==> config.mk <==
export PLATFORM = sky130hd
export DESIGN_NAME = readout_seq
export DESIGN_NICKNAME = d
export VERILOG_FILES = /design/src/rtl/rdo_pkg.sv /design/src/rtl/axis_step.sv /design/src/rtl/readout_seq.sv
export SDC_FILE = /design/constraint.sdc
export NUM_CORES = 1
export LEC_CHECK = 0
export BUFFER_PORTS_ARGS = -buffer_cell sky130_fd_sc_hd__buf_2
export CAP_MARGIN = 40
export CORE_ASPECT_RATIO = 0.9
export CORE_MARGIN = 2
export CORE_UTILIZATION = 25
export DETAILED_ROUTE_END_ITERATION = 12
export PLACE_DENSITY_LB_ADDON = 0.15
export SETUP_SLACK_MARGIN = 0.02
export SYNTH_ARGS = -nofsm -noshare
export SYNTH_HDL_FRONTEND = slang
export SYNTH_SLANG_ARGS = --single-unit
==> constraint.sdc <==
create_clock -name clk -period 4.25 [get_ports clk]
set_input_delay 1.0625 -clock clk [delete_from_list [all_inputs] [get_ports clk]]
set_output_delay 1.0625 -clock clk [all_outputs]
set_load 0.005 [all_outputs]
==> src/rtl/rdo_pkg.sv <==
package rdo_pkg;
    localparam int ARRAY_COLS = 1600;
    localparam int ARRAY_ROWS = 1200;
    localparam int COL_W      = $clog2(ARRAY_COLS);
    localparam int ROW_W      = $clog2(ARRAY_ROWS);
    localparam int GAP_W      = 8;

    typedef enum logic [1:0] {
        PH_IDLE = 2'd0,
        PH_LINE = 2'd1,
        PH_GAP  = 2'd2
    } phase_e;

    typedef struct packed {
        logic [COL_W-1:0] xs;
        logic [COL_W-1:0] xe;
        logic [ROW_W-1:0] ys;
        logic [ROW_W-1:0] ye;
        logic             mir;
        logic             flp;
        logic             cskip;
        logic             rskip;
        logic [GAP_W-1:0] gap;
    } scan_cfg_t;

    typedef struct packed {
        phase_e           ph;
        logic [ROW_W-1:0] row;
        logic [COL_W-1:0] col;
        logic [GAP_W-1:0] cnt;
        scan_cfg_t        cfg;
    } seq_t;
endpackage

==> src/rtl/axis_step.sv <==
module axis_step #(
    parameter int W = 11
) (
    input  logic [W-1:0] cur,
    input  logic [W-1:0] lo,
    input  logic [W-1:0] hi,
    input  logic         rev,
    input  logic         skip,
    output logic [W-1:0] nxt,
    output logic         last
);
    localparam int XW = W + 2;

    logic       odd_pos;
    logic [1:0] step;
    logic [XW-1:0] sum_up;
    logic [XW-1:0] lo_plus;

    always_comb begin
        // parity of distance from scan origin equals xor of the low bits
        odd_pos = rev ? (hi[0] ^ cur[0]) : (cur[0] ^ lo[0]);
        step    = (skip && odd_pos) ? 2'd3 : 2'd1;
        sum_up  = {2'b00, cur} + {{W{1'b0}}, step};
        lo_plus = {2'b00, lo} + {{W{1'b0}}, step};
        if (rev) begin
            nxt  = cur - {{(W-2){1'b0}}, step};
            last = ({2'b00, cur} < lo_plus);
        end else begin
            nxt  = sum_up[W-1:0];
            last = (sum_up > {2'b00, hi});
        end
    end
endmodule

==> src/rtl/readout_seq.sv <==
module readout_seq
    import rdo_pkg::*;
(
    input  logic             clk,
    input  logic             rst_n,
    input  logic             sof,
    input  logic [COL_W-1:0] x_lo,
    input  logic [COL_W-1:0] x_hi,
    input  logic [ROW_W-1:0] y_lo,
    input  logic [ROW_W-1:0] y_hi,
    input  logic             mirror,
    input  logic             flip,
    input  logic             col_skip,
    input  logic             row_skip,
    input  logic [GAP_W-1:0] gap_len,
    output logic [ROW_W-1:0] row_addr,
    output logic [COL_W-1:0] col_addr,
    output logic             line_valid,
    output logic             frame_valid
);
    seq_t q, d;

    logic [COL_W-1:0] col_nxt;
    logic             col_last;
    logic [ROW_W-1:0] row_nxt;
    logic             row_last;
    logic [COL_W-1:0] col_first;

    axis_step #(.W(COL_W)) u_col (
        .cur (q.col),
        .lo  (q.cfg.xs),
        .hi  (q.cfg.xe),
        .rev (q.cfg.mir),
        .skip(q.cfg.cskip),
        .nxt (col_nxt),
        .last(col_last)
    );

    axis_step #(.W(ROW_W)) u_row (
        .cur (q.row),
        .lo  (q.cfg.ys),
        .hi  (q.cfg.ye),
        .rev (q.cfg.flp),
        .skip(q.cfg.rskip),
        .nxt (row_nxt),
        .last(row_last)
    );

    assign col_first = q.cfg.mir ? q.cfg.xe : q.cfg.xs;

    always_comb begin
        d = q;
        unique case (q.ph)
            PH_IDLE: begin
                if (sof) begin
                    d.cfg.xs    = x_lo;
                    d.cfg.xe    = x_hi;
                    d.cfg.ys    = y_lo;
                    d.cfg.ye    = y_hi;
                    d.cfg.mir   = mirror;
                    d.cfg.flp   = flip;
                    d.cfg.cskip = col_skip;
                    d.cfg.rskip = row_skip;
                    d.cfg.gap   = gap_len;
                    d.row       = flip ? y_hi : y_lo;
                    d.col       = mirror ? x_hi : x_lo;
                    d.ph        = PH_LINE;
                end
            end
            PH_LINE: begin
                if (!col_last) begin
                    d.col = col_nxt;
                end else if (row_last) begin
                    d.ph = PH_IDLE;
                end else begin
                    d.row = row_nxt;
                    d.col = col_first;
                    if (q.cfg.gap != '0) begin
                        d.ph  = PH_GAP;
                        d.cnt = q.cfg.gap - GAP_W'(1);
                    end
                end
            end
            PH_GAP: begin
                if (q.cnt == '0) d.ph = PH_LINE;
                else             d.cnt = q.cnt - GAP_W'(1);
            end
            default: d.ph = PH_IDLE;
        endcase
    end

    always_ff @(posedge clk) begin
        if (!rst_n) begin
            q <= '0;
        end else begin
            q <= d;
        end
    end

    assign row_addr    = q.row;
    assign col_addr    = q.col;
    assign line_valid  = (q.ph == PH_LINE);
    assign frame_valid = (q.ph != PH_IDLE);

    // line strobe only inside the frame envelope
    p_lv_in_fv_r11: assert property (@(posedge clk) disable iff (!rst_n)
        line_valid |-> frame_valid);

    // presented addresses stay inside the captured window
    p_col_window_r3: assert property (@(posedge clk) disable iff (!rst_n)
        line_valid |-> (col_addr >= q.cfg.xs && col_addr <= q.cfg.xe &&
                        row_addr >= q.cfg.ys && row_addr <= q.cfg.ye));

    // forward column scan increases within a row
    p_fwd_col_r3: assert property (@(posedge clk) disable iff (!rst_n)
        (line_valid && $past(line_valid) && row_addr == $past(row_addr) && !q.cfg.mir)
        |-> (col_addr > $past(col_addr)));

    // mirrored column scan decreases within a row
    p_rev_col_r4: assert property (@(posedge clk) disable iff (!rst_n)
        (line_valid && $past(line_valid) && row_addr == $past(row_addr) && q.cfg.mir)
        |-> (col_addr < $past(col_addr)));

    // consecutive pixels of a row are 1 apart, or 3 when skipping
    p_col_step_r6: assert property (@(posedge clk) disable iff (!rst_n)
        (line_valid && $past(line_valid) && row_addr == $past(row_addr))
        |-> ((col_addr - $past(col_addr) == COL_W'(1)) ||
             ($past(col_addr) - col_addr == COL_W'(1)) ||
             (q.cfg.cskip && ((col_addr - $past(col_addr) == COL_W'(3)) ||
                              ($past(col_addr) - col_addr == COL_W'(3))))));

    // captured settings hold for the whole frame
    p_cfg_hold_r10: assert property (@(posedge clk) disable iff (!rst_n)
        (frame_valid && $past(frame_valid)) |-> $stable(q.cfg));
endmodule

==> results.toml <==
[yosys]
yosysTopAreaCell = "dfxtp_1"
postSynthRegisterBits = 88
synth-edff-count = 0
synth-async-reset-ratio_pct = 0
post_synth_main_area_contributors = "dfxtp_1 26%, nand2_1 9.4%, ha_1 9.0%"
synth_top_cells_by_count = "171 x nand2_1, 90 x a21oi_1, 88 x dfxtp_1"
syn-instance-count = 893
yosysSeqAreaShare_pct = 25.9
synthMostInstantiatedCell = "nand2_1"
dominantRegCellSynth = "dfxtp_1"
syn-mean-instance-area_um2 = 7.63
synth.cell_area_mm2 = 0.00681
synth_cell_type_count = 72
post-synth-top-area-fraction_pct = 25.9
synth_nets = 1007
synthesis.yosys.warnings = 0

[timing]
report.final.setup_viol = 0
setup_slack_ns = 0.122
worst_hold_slack_ns = 0.459
tns_ns = 0
max_slew.worst_pin.slew_ns = 0.653
drv_slew = 0
grt_setup_unrepaired = "yes"
timing.final.hold_violations = 0
final.min_clock_period_ns = 4.13
min_period_over_period_pct = 97.1
final_setup_skew_ns = 0.0104
max_slew_margin_pct = 55.8
fmaxAchievable_mhz = 242

[global_route]
grt_pass1_wl_um = 35600
first_global_vias = 6218
grt_overflow = 0
grt_start_max_net_pins = 43
antenna_found_initial = 0
grtUsageTotal_pct = 16.0

[final_layout]
multi_input_logic_area_mm2 = 0.00475
regArea_mm2 = 0.00176
drive_gt1_share_pct = 23.1
num-nets-final = 1081
nFillCells = 2912
final_design_area_no_fill_mm2 = 0.00838
finalNonFillerCells = 1327
post_layout_utilization_of_the_core_pct = 31.2
area_growth_pct = 23.0

[critical_path]
worst_setup_path_end_kind = "flop"
timing.critical_path.required_ns = 4.46
critical_path.startpoint_type = "flop"
path_class = "flop to flop"
critical_path_arrival_ns = 4.34
critical_path.max_fanout = 5
worstRegToRegCells = 19

[die]
die-width_um = 178
die-height_um = 161
boundaryPins = 83
dieArea_mm2 = 0.0286
std_cell_rows = 57
coreArea_mm2 = 0.0269
starting_density_pct = 25.3

[run]
number_of_max_cap_violations = 0

[placed_design]
post_dp_cell_area_mm2 = 0.00768
place_hpwl_um = 16500
detailedPlace.worstSlack_ns = -0.0251
numPlacedInstances = 1296
placement.io_buffers = 82
gp_congestion = 0.813

[clock_tree]
insertion_delay_ns = 0.36
cts.root.buffer_cell = "clkbuf_16"
clock_tree_from_tritoncts = "done"
cts-root-to-sink-buffers = 2
htreeDepth = 3
clk_pin_slew_worst_paths_ns = 0.07
hold_buffers = 0
cts.sinks = 88
number_of_buffers_created_by_cts = 9

[power]
cellPowerDensity_mw_per_mm2 = 692
power_mw = 5.80
vdd_ir_drop_max_mv = 0.345
p_leak_nw = 3.37

[worst_hold_path]
holdCritPathClass = "flop to flop"
hold_path_depth = 2

[route]
total_via_count_in_the_routed_design = 6416
viasPerCell = 4.83
ant_nets = 0
drtPass1Iterations = 5
drt_drc_violations_left = 0
first_iter_violations = 336
detail_route.wl_per_cell_um = 17.1
drt-total-wl_um = 22700

[status]
outcome = "finished clean"
## cell families after synthesis
logic type | after synthesis | share of synthesized area (%)
AOI/OAI and AO/OA | 198 | 18.1
xor gates and xnor gates | 50 | 6.43
adders and majority gates | 55 | 10.8
buffers and inverters | 119 | 8.21
DFF | 88 | 25.9
muxes | 43 | 6.89
and+or+nand+nor | 340 | 23.7
## state kept, by name, indices dropped and copies added, names as in the netlist
| register | count |
|---|---|
| col_addr | 11 |
| q | 66 |
| row_addr | 11 |
## per-layer routing
layer,up-vias,global-route usage [%],wire length [µm]
met1,3059,23.2,11600
li1,3267,-,-
met2,86,24.8,10200
met5,-,0,0
met4,0,3.84,88
met3,4,2.27,793
## cell type report
cell class	count	share of cell area (%)
Antenna cell	1	0.0299
Clock buffer	10	2.85
Clock inverter	6	0.806
Inverter	37	1.66
Multi-Input combinational cell	687	56.7
Sequential cell	88	21.1
Tap cell	354	5.29
Timing Repair Buffer	144	11.6
## power by group
part           leakage [nW]  total (mW)  switching, mW  internal (mW)
clock                 0.145       0.847          0.372          0.475
sequential            0.723        1.36          0.332           1.02
combinational          2.50        3.59           1.97           1.63
## worst max-delay path, cell delays in order (launching register included)
cell and delay [ns]:
dfxtp_2 0.34, mux2i_2 0.24, xnor2_1 0.14, nand2_1 0.10
buf_4 0.16, ha_4 0.22, nor2b_4 0.10, o2111a_2 0.30
nand3_2 0.11, xnor2_1 0.15, ha_1 0.30, and4_1 0.21
nand3_2 0.11, a211oi_4 0.26, nor4_4 0.08, or3_4 0.34
buf_6 0.16, mux4_2 0.43, o211ai_2 0.16, a21oi_2 0.06
## final timing paths
path	start	endpoint	slack, ns
worst min-delay path	q[20]	q[20]	0.46
worst max-delay path	q[11]	col_addr[9]	0.12
worst min register to register	q[20]	q[20]	0.46
worst max register to register	q[11]	col_addr[9]	0.12
## cell usage in the layout (no fill, tap or decap), drive strengths merged, types with 30 or more instances in the layout
cell type,netlist,layout
xnor2,33,33
ha,49,49
o21ai,31,31
inv,37,38
a21oi,91,91
nand3,30,30
mux2i,39,39
dfxtp,88,88
nand2,171,171
nor2,38,38
buf,41,144
## timing repair
action | CTS | global route
gates resized for setup | 3 | 50
pin swaps | 1 | 33
endpoints found under the setup margin | 11 | 31
setup buffers | 0 | 12
cloned | 0 | 2
Power figures use the tool's default switching activity.
